File: src/rtl/irq_chain_pkg.sv
package irq_chain_pkg;
  localparam int ADDR_SHIFT = 2;

  typedef struct packed {
    logic hit;
    logic miss;
  } arbStrobe_t;
endpackage

File: src/rtl/irq_chain_slot.sv
module irq_chain_slot (
  input  logic ackIn,
  input  logic pending,
  output logic ackOut,
  output logic win
);
  assign win    = ackIn & pending;
  assign ackOut = ackIn & ~pending;
endmodule

File: src/rtl/irq_chain_ctrl.sv
module irq_chain_ctrl
  import irq_chain_pkg::*;
#(
  parameter int NUM_DEV = 8
) (
  input  logic               clk,
  input  logic               rstN,
  input  logic [NUM_DEV-1:0] devRaise,
  input  logic               intAck,
  output logic [NUM_DEV-1:0] pending,
  output logic [NUM_DEV-1:0] winVec,
  output arbStrobe_t         strobe
);
  logic [NUM_DEV:0] ackChain;

  assign ackChain[0] = intAck;

  for (genvar i = 0; i < NUM_DEV; i++) begin : g_slot
    irq_chain_slot u_slot (
      .ackIn  (ackChain[i]),
      .pending(pending[i]),
      .ackOut (ackChain[i+1]),
      .win    (winVec[i])
    );
  end

  always_ff @(posedge clk) begin
    if (!rstN) pending <= '0;
    else       pending <= (pending & ~winVec) | devRaise;
  end

  always_comb begin
    strobe.hit  = |winVec;
    strobe.miss = ackChain[NUM_DEV];
  end
endmodule

File: src/rtl/irq_chain_dp.sv
module irq_chain_dp
  import irq_chain_pkg::*;
#(
  parameter int                       NUM_DEV   = 8,
  parameter int                       VEC_W     = 8,
  parameter logic [NUM_DEV*VEC_W-1:0] SLOT_VECS = '0,
  localparam int                      ADDR_W    = VEC_W + ADDR_SHIFT
) (
  input  logic               clk,
  input  logic               rstN,
  input  arbStrobe_t         strobe,
  input  logic [NUM_DEV-1:0] winVec,
  output logic [VEC_W-1:0]   vecData,
  output logic [ADDR_W-1:0]  tableAddr,
  output logic               vecValid,
  output logic               spurious,
  output logic [NUM_DEV-1:0] devGranted
);
  logic [VEC_W-1:0] selVec;

  always_comb begin
    selVec = '0;
    for (int i = 0; i < NUM_DEV; i++)
      if (winVec[i]) selVec = selVec | SLOT_VECS[i*VEC_W +: VEC_W];
  end

  always_ff @(posedge clk) begin
    if (!rstN) begin
      vecData    <= '0;
      tableAddr  <= '0;
      vecValid   <= 1'b0;
      spurious   <= 1'b0;
      devGranted <= '0;
    end else begin
      if (strobe.hit) begin
        vecData   <= selVec;
        tableAddr <= {selVec, {ADDR_SHIFT{1'b0}}};
      end
      vecValid   <= strobe.hit;
      spurious   <= strobe.miss;
      devGranted <= winVec;
    end
  end
endmodule

File: src/rtl/irq_chain_arb.sv
module irq_chain_arb
  import irq_chain_pkg::*;
#(
  parameter int                       NUM_DEV   = 8,
  parameter int                       VEC_W     = 8,
  parameter logic [NUM_DEV*VEC_W-1:0] SLOT_VECS =
    {8'hFF, 8'h6A, 8'h55, 8'h40, 8'h33, 8'h21, 8'h12, 8'h05},
  localparam int                      ADDR_W    = VEC_W + ADDR_SHIFT
) (
  input  logic               clk,
  input  logic               rstN,
  input  logic [NUM_DEV-1:0] devRaise,
  input  logic               intAck,
  output logic               intReq,
  output logic [VEC_W-1:0]   vecData,
  output logic               vecValid,
  output logic [ADDR_W-1:0]  tableAddr,
  output logic               spurious,
  output logic [NUM_DEV-1:0] devGranted
);
  logic [NUM_DEV-1:0] pending;
  logic [NUM_DEV-1:0] winVec;
  arbStrobe_t         strobe;

  irq_chain_ctrl #(.NUM_DEV(NUM_DEV)) u_ctrl (
    .clk     (clk),
    .rstN    (rstN),
    .devRaise(devRaise),
    .intAck  (intAck),
    .pending (pending),
    .winVec  (winVec),
    .strobe  (strobe)
  );

  irq_chain_dp #(
    .NUM_DEV  (NUM_DEV),
    .VEC_W    (VEC_W),
    .SLOT_VECS(SLOT_VECS)
  ) u_dp (
    .clk       (clk),
    .rstN      (rstN),
    .strobe    (strobe),
    .winVec    (winVec),
    .vecData   (vecData),
    .tableAddr (tableAddr),
    .vecValid  (vecValid),
    .spurious  (spurious),
    .devGranted(devGranted)
  );

  assign intReq = |pending;
endmodule

File: config.mk
export PLATFORM = sky130hd
export DESIGN_NAME = irq_chain_arb
export DESIGN_NICKNAME = d
export VERILOG_FILES = /design/src/rtl/irq_chain_pkg.sv /design/src/rtl/irq_chain_slot.sv /design/src/rtl/irq_chain_ctrl.sv /design/src/rtl/irq_chain_dp.sv /design/src/rtl/irq_chain_arb.sv
export SDC_FILE = /design/constraint.sdc
export NUM_CORES = 1
export LEC_CHECK = 0
export BUFFER_PORTS_ARGS = -buffer_cell sky130_fd_sc_hd__buf_2
export CORE_MARGIN = 2
export CORE_UTILIZATION = 42
export DETAILED_ROUTE_END_ITERATION = 16
export PLACE_DENSITY = 0.73
export SKIP_LAST_GASP = 1
export SLEW_MARGIN = 30
export SYNTH_ARGS = -nofsm -noshare
export SYNTH_HDL_FRONTEND = slang
export SYNTH_SLANG_ARGS = --single-unit
File: constraint.sdc
create_clock -name clk -period 1.61 [get_ports clk]
set_input_delay 0.161 -clock clk [delete_from_list [all_inputs] [get_ports clk]]
set_output_delay 0.161 -clock clk [all_outputs]
set_load 0.02 [all_outputs]
# After elaboration in Yosys (flattened, before gate mapping)
# Cells that the tools add are included.
[totals] inputBits=11 regBits=26 output_inout_bits=29 elab_cells=42
[op_classes] bitwise_logic=27 mux=8 n_reduce_logical=2
[ops] operator="7-bit 2-to-1 mux" count=3
[ops] operator="1-bit bitwise AND" count=16
[ops] operator="8-bit OR reduction" count=2
[ops] operator="6-bit 2-to-1 mux" count=2
[ops] operator="8-bit bitwise AND" count=1
[ops] operator="8-bit 2-to-1 mux" count=1
[ops] operator="1-bit NOT" count=8
[ops] operator="8-bit NOT" count=1
[ops] operator="8-bit OR" count=1
[ops] operator="5-bit 2-to-1 mux" count=1
[ops] operator="3-bit 2-to-1 mux" count=1

# Longest topological paths before layout
[depth] depth_word=12 mapped_depth=5 ltp_nobuf=4

# Modules after synthesis
# A second synthesis with hierarchy kept.
[unflattened] hier_cells=111 area_unflattened_um2=1103.6
[modules_own_cells] mod="irq_chain_dp" seq_area_each_um2=360.3 instances=1 area_per_inst_um2=658.1 cells_per_inst=63
[modules_own_cells] mod="irq_chain_ctrl" seq_area_each_um2=160.2 instances=1 area_per_inst_um2=299.0 cells_per_inst=29
[modules_own_cells] mod="irq_chain_slot" seq_area_each_um2=0.0 instances=8 area_per_inst_um2=16.3 cells_per_inst=2
[modules_own_cells] mod="irq_chain_arb" seq_area_each_um2=0.0 instances=1 area_per_inst_um2=16.3 cells_per_inst=3

# Least setup slack after synthesis
# Ideal clock, no wire load.
[synth_path] kind="reg-to-reg" startpoint="register u_ctrl.pending[2]" endpoint="register u_dp.vecData[5]" stages_incl_launch_ff=6 slack_ps=-152 n_path_buf=1 arrival_time_ps=1688 setup_time_ps=74 period_less_slack_ps=1762 required_ps=1536 path_cell_list="dfxtp_1 > buf_6 > or4_4 > or2_4 > or3_4 > a31oi_1"
[synth_via] elab_chain_len=8 elab_cells_between_ends=19 cone_classes="mux (6); bitwise (12); reduce/logical (1)"
[synth_lines] item="from (decl)" line_no="irq_chain_ctrl.sv:10" text="output logic [NUM_DEV-1:0] pending,"
[synth_lines] item="from (signal assigned)" line_no="irq_chain_ctrl.sv:29" text="else pending <= (pending & ~winVec) | devRaise;"
[synth_lines] item="1-bit NOT" line_no="irq_chain_slot.sv:8" text="assign ackOut = ackIn & ~pending;"
[synth_lines] item="1-bit bitwise AND" line_no="irq_chain_slot.sv:8"
[synth_lines] item="1-bit bitwise AND, on equally long branches" line_no="irq_chain_slot.sv:8, irq_chain_slot.sv:7"
[synth_lines] item="1-bit bitwise AND / 6-bit 2-to-1 mux (equally long branches)" line_no="irq_chain_slot.sv:8, irq_chain_dp.sv:24"
[synth_lines] item="1-bit bitwise AND / 7-bit 2-to-1 mux (equally long branches)" line_no="irq_chain_slot.sv:8, irq_chain_dp.sv:24"
[synth_lines] item="1-bit bitwise AND (tied with other cells)" line_no="irq_chain_slot.sv:8"
[synth_lines] item="1-bit bitwise AND / 7-bit 2-to-1 mux (equally long branches)" line_no="irq_chain_slot.sv:7, irq_chain_dp.sv:24"
[synth_lines] item="8-bit OR reduction / 8-bit 2-to-1 mux (equally long branches)" line_no="irq_chain_ctrl.sv:33, irq_chain_dp.sv:24"
[synth_lines] item="to (signal assigned)" line_no="irq_chain_dp.sv:36" text="vecData <= selVec;"
[synth_lines] item="to (decl)" line_no="irq_chain_dp.sv:13" text="output logic [VEC_W-1:0] vecData,"
# Several ways; a longest one is shown, not always the timed one.
# A chain may end at the register's enable or synchronous reset.

# Worst setup path after layout
[layout_path] startpoint="register u_ctrl.pending[4]" endpoint="register u_dp.vecData[5]"
[layout_via] elab_chain_len=6 elab_cells_between_ends=11 cone_classes="mux (2); bitwise (8); reduce/logical (1)"
[layout_lines] item="1-bit NOT" line_no="irq_chain_slot.sv:8"
[layout_lines] item="1-bit bitwise AND (2 in series)" line_no="irq_chain_slot.sv:8"
[layout_lines] item="1-bit bitwise AND, on equally long branches" line_no="irq_chain_slot.sv:8, irq_chain_slot.sv:7"
[layout_lines] item="1-bit bitwise AND / 7-bit 2-to-1 mux (equally long branches)" line_no="irq_chain_slot.sv:7, irq_chain_dp.sv:24"
[layout_lines] item="8-bit OR reduction / 8-bit 2-to-1 mux (equally long branches)" line_no="irq_chain_ctrl.sv:33, irq_chain_dp.sv:24"
# Several ways; a longest one is shown, not always the timed one.

==> metrics.csv <==
stage,metric,value,unit
status,status,"complete, but fails checks",
status,failing checks,setup timing,
sta,PnR worst setup slack,-0.118,ns
setup_path,critical path arrival,1.98,ns
die,Die H,54.3,um
placement,port buffer count,37,
setup_path,CP Max Fanout,3,
cts,CTS tree,built,
cts,clock buffer depth,2,
setup_path,FF-to-FF End,u_dp.vecData[5]$_SDFFE_PN0P_,
hold_path,worst hold path type,primary input to register,
synthesis,"FFs w/ async S/R, synth",0,%
sta,f_max,579,MHz
sta,post-route clock period utilization,107,%
setup_path,"Data required, critical path",1.86,ns
setup_path,R2R Setup Slk,-0.12,ns
sta,final setup fails,7,
synthesis,synthesized area,0.00106,sq mm
cts,clk root buf,clkbuf_4,
synthesis,synth top area cells,"dfxtp_1, buf_4, nor2_1",
cts,Inserted Clock Buffers,3,
drt,vias per inst,5.22,
drt,first-pass iteration count of the detailed router,4,
global_routing,global-route wire length before repair,3.52,mm
synthesis,Yosys warning total,0,
hold_path,Worst Hold Depth,3,
synthesis,most frequent cells after synthesis,"dfxtp_1, nor2_1, a21oi_1",
synthesis,Syn Area/Cell,8.99,sq um
die,Placeable Area,0.00243,sq mm
hold_path,hold path startpoint,devRaise[1],
setup_path,Crit path buffers/inverters,0,
final_layout,synth-to-layout area growth,28.2,%
die,DIE WIDTH,54.3,um
global_routing,vias in the first global route,834,
sta,worst clock skew,0.00113,ns
cts,# hold bufs at CTS,0,
power,maximum vdd drop,596,uV
die,die area,0.00294,sq mm
setup_path,Worst path slowest cell,or4_4,
placement,Placed Instances,178,
global_routing,GRT Overall Usage,16.7,%
synthesis,post-synth top area share,49.1,%
drt,post-route ant nets,0,
die,row count,18,
setup_path,R2R Path Start,u_ctrl.pending[4]$_SDFF_PN0_,
final_layout,Antenna diodes,0,
sta,Hold Fails Final Rpt,0,
final_layout,Fillers,216,
setup_path,cells on worst reg2reg path,4,
hold_path,Hold Path End,u_ctrl.pending[1]$_SDFF_PN0_,
drt,DRC,0,
setup_path,worst-path cell chain,"or4_4, or2_4, or3_4, a31oi_4",
global_routing,largest net degree at the start of global routing,15,
synthesis,post-synth cell types,34,
final_layout,final net count,165,
die,Ports,40,
setup_path,WS Path Type,register to register,
sta,total negative slack,-0.480,ns
drt,total number of vias,955,
setup_path,"slowest stage delay, CP",0.54,ns
sta,final period demand of the worst path,1.73,ns
drt,routed wire length,2.40,mm
setup_path,crit start category,register,
global_routing,initial antenna violation count,0,
synthesis,#FFs+latches synth,26,
cts,Sinks on Clock Net,26,
synthesis,most numerous cell in the Yosys netlist,dfxtp_1,
sta,max-slew violations,0,
cts,H-tree depth,1,
global_routing,global route overflow,0,
synthesis,register area share after synthesis,49.1,%
synthesis,Post-synth EDFFs,0,
placement,RePlAce Congestion,0.833,
final_layout,final std cells w/o fill,183,
placement,hpwl dp,1.73,mm
synthesis,ys flop type,dfxtp_1,
setup_path,CP endpoint kind,register,
run,max cap viols,0,
sta,RSZ-0062 raised after global routing,true,
die,initial cell density of the core,43.6,%
drt,wire length per cell,13.1,um
synthesis,Yosys top cell by area,dfxtp_1,
setup_path,"delay-heaviest family, CP",simple AND/OR/NAND/NOR gates,
cts,clock slew at reported path FFs,0.13,ns
drt,drt initial violations,22,
power,Leak Pwr,0.658,nW
synthesis,Mapped Cells,118,
power,Power Dens Cells,947,mW/mm^2
final_layout,layout cells sized above 1,43.8,%
cts,clk_lat worst skew,0.31,ns
==> sequential cells by signal, summed over array words and instances, names as in the netlist <==
signal / count
u_dp.spurious: 1
u_dp.vecData: 8
u_dp.vecValid: 1
u_ctrl.pending: 8
u_dp.devGranted: 8
==> logic make-up after synthesis <==
family,share of synthesized area [%]
AO/OA/AOI/OAI,15.8
other,0.353
AND/OR/NAND/NOR,22.8
flip-flops,49.1
buffers and inverters,12.0
==> through the flow <==
step	cell area [sq um]	hold WS, ns	utilization, %	power (mW)	setup slack, ns
floorplan	1060	0.278	-	0.885	-0.108
global placement	1250	0.363	51.2	0.942	-0.0251
detailed placement	1250	0.377	51.2	0.950	-0.0865
CTS	1310	0.0344	53.7	1.27	-0.101
global route	1360	0.0358	55.9	1.36	-0.142
finish	1360	0.0403	55.9	1.29	-0.118
==> cell type report <==
type | instances | area, sq um | area share (%)
well taps | 30 | 37.5 | 2.76
inverters | 5 | 18.8 | 1.38
flip-flops and latches | 26 | 522 | 38.4
repair buffers | 47 | 260 | 19.1
multi-input cells | 71 | 485 | 35.7
clock buffers | 4 | 36.3 | 2.67
==> worst register-to-register path, cell delays in order, from the launching register on <==
cell and delay, ns:
dfxtp_2 0.35, or4_4 0.54, or2_4 0.25, or3_4 0.36
a31oi_4 0.16
==> metal layers <==
layer	vias to the layer above	share of wire (%)	track usage (%)
met4	0	2.5	10.4
met2	40	48	28.3
met1	441	44	19.7
met3	8	5.1	2.46
met5	-	0	0
li1	466	-	-
==> where the power goes <==
part	leakage, nW	switching (mW)	internal (mW)
clock network	0.0210	0.183	0.138
registers	0.214	0.0247	0.677
logic	0.423	0.158	0.108
==> cell usage in the layout, fill, tap and decap left out, types with 2 or more instances in the layout <==
master,count
nand2_1,5
a21oi_2,2
o21a_1,3
buf_4,10
nor4_1,2
conb_1,2
nor4_4,2
buf_2,37
o211a_1,2
nor2b_1,2
a21oi_1,9
clkbuf_4,3
or4_4,2
o21ai_0,3
dfxtp_1,25
o21ai_2,2
inv_1,5
nor2_1,15
and3_1,2
==> timing repair <==
| action | 4_1_cts | 5_1_grt |
|---|---|---|
| pin swaps | 0 | 3 |
| gates resized for setup | 5 | 8 |
| endpoints found under the setup margin | 6 | 11 |
| hold endpoints to repair | 0 | 0 |
| setup buffers | 1 | 0 |
==> worst max-delay path by stage <==
| stage | endpoint | start | slack (ns) | cells after the start |
|---|---|---|---|---|
| after floorplan | u_dp.vecData[5]$_SDFFE_PN0P_ | u_ctrl.pending[2]$_SDFF_PN0_ | -0.11 | 5 |
| after global placement | u_dp.vecData[5]$_SDFFE_PN0P_ | u_ctrl.pending[4]$_SDFF_PN0_ | -0.03 | 4 |
| after detailed placement | u_dp.vecData[5]$_SDFFE_PN0P_ | u_ctrl.pending[4]$_SDFF_PN0_ | -0.09 | 4 |
| after CTS | u_dp.vecData[5]$_SDFFE_PN0P_ | u_ctrl.pending[4]$_SDFF_PN0_ | -0.10 | 4 |
| after global routing | u_dp.vecData[5]$_SDFFE_PN0P_ | u_ctrl.pending[4]$_SDFF_PN0_ | -0.14 | 4 |
| final | u_dp.vecData[5]$_SDFFE_PN0P_ | u_ctrl.pending[4]$_SDFF_PN0_ | -0.12 | 4 |
(Power assumes the default switching activity.)
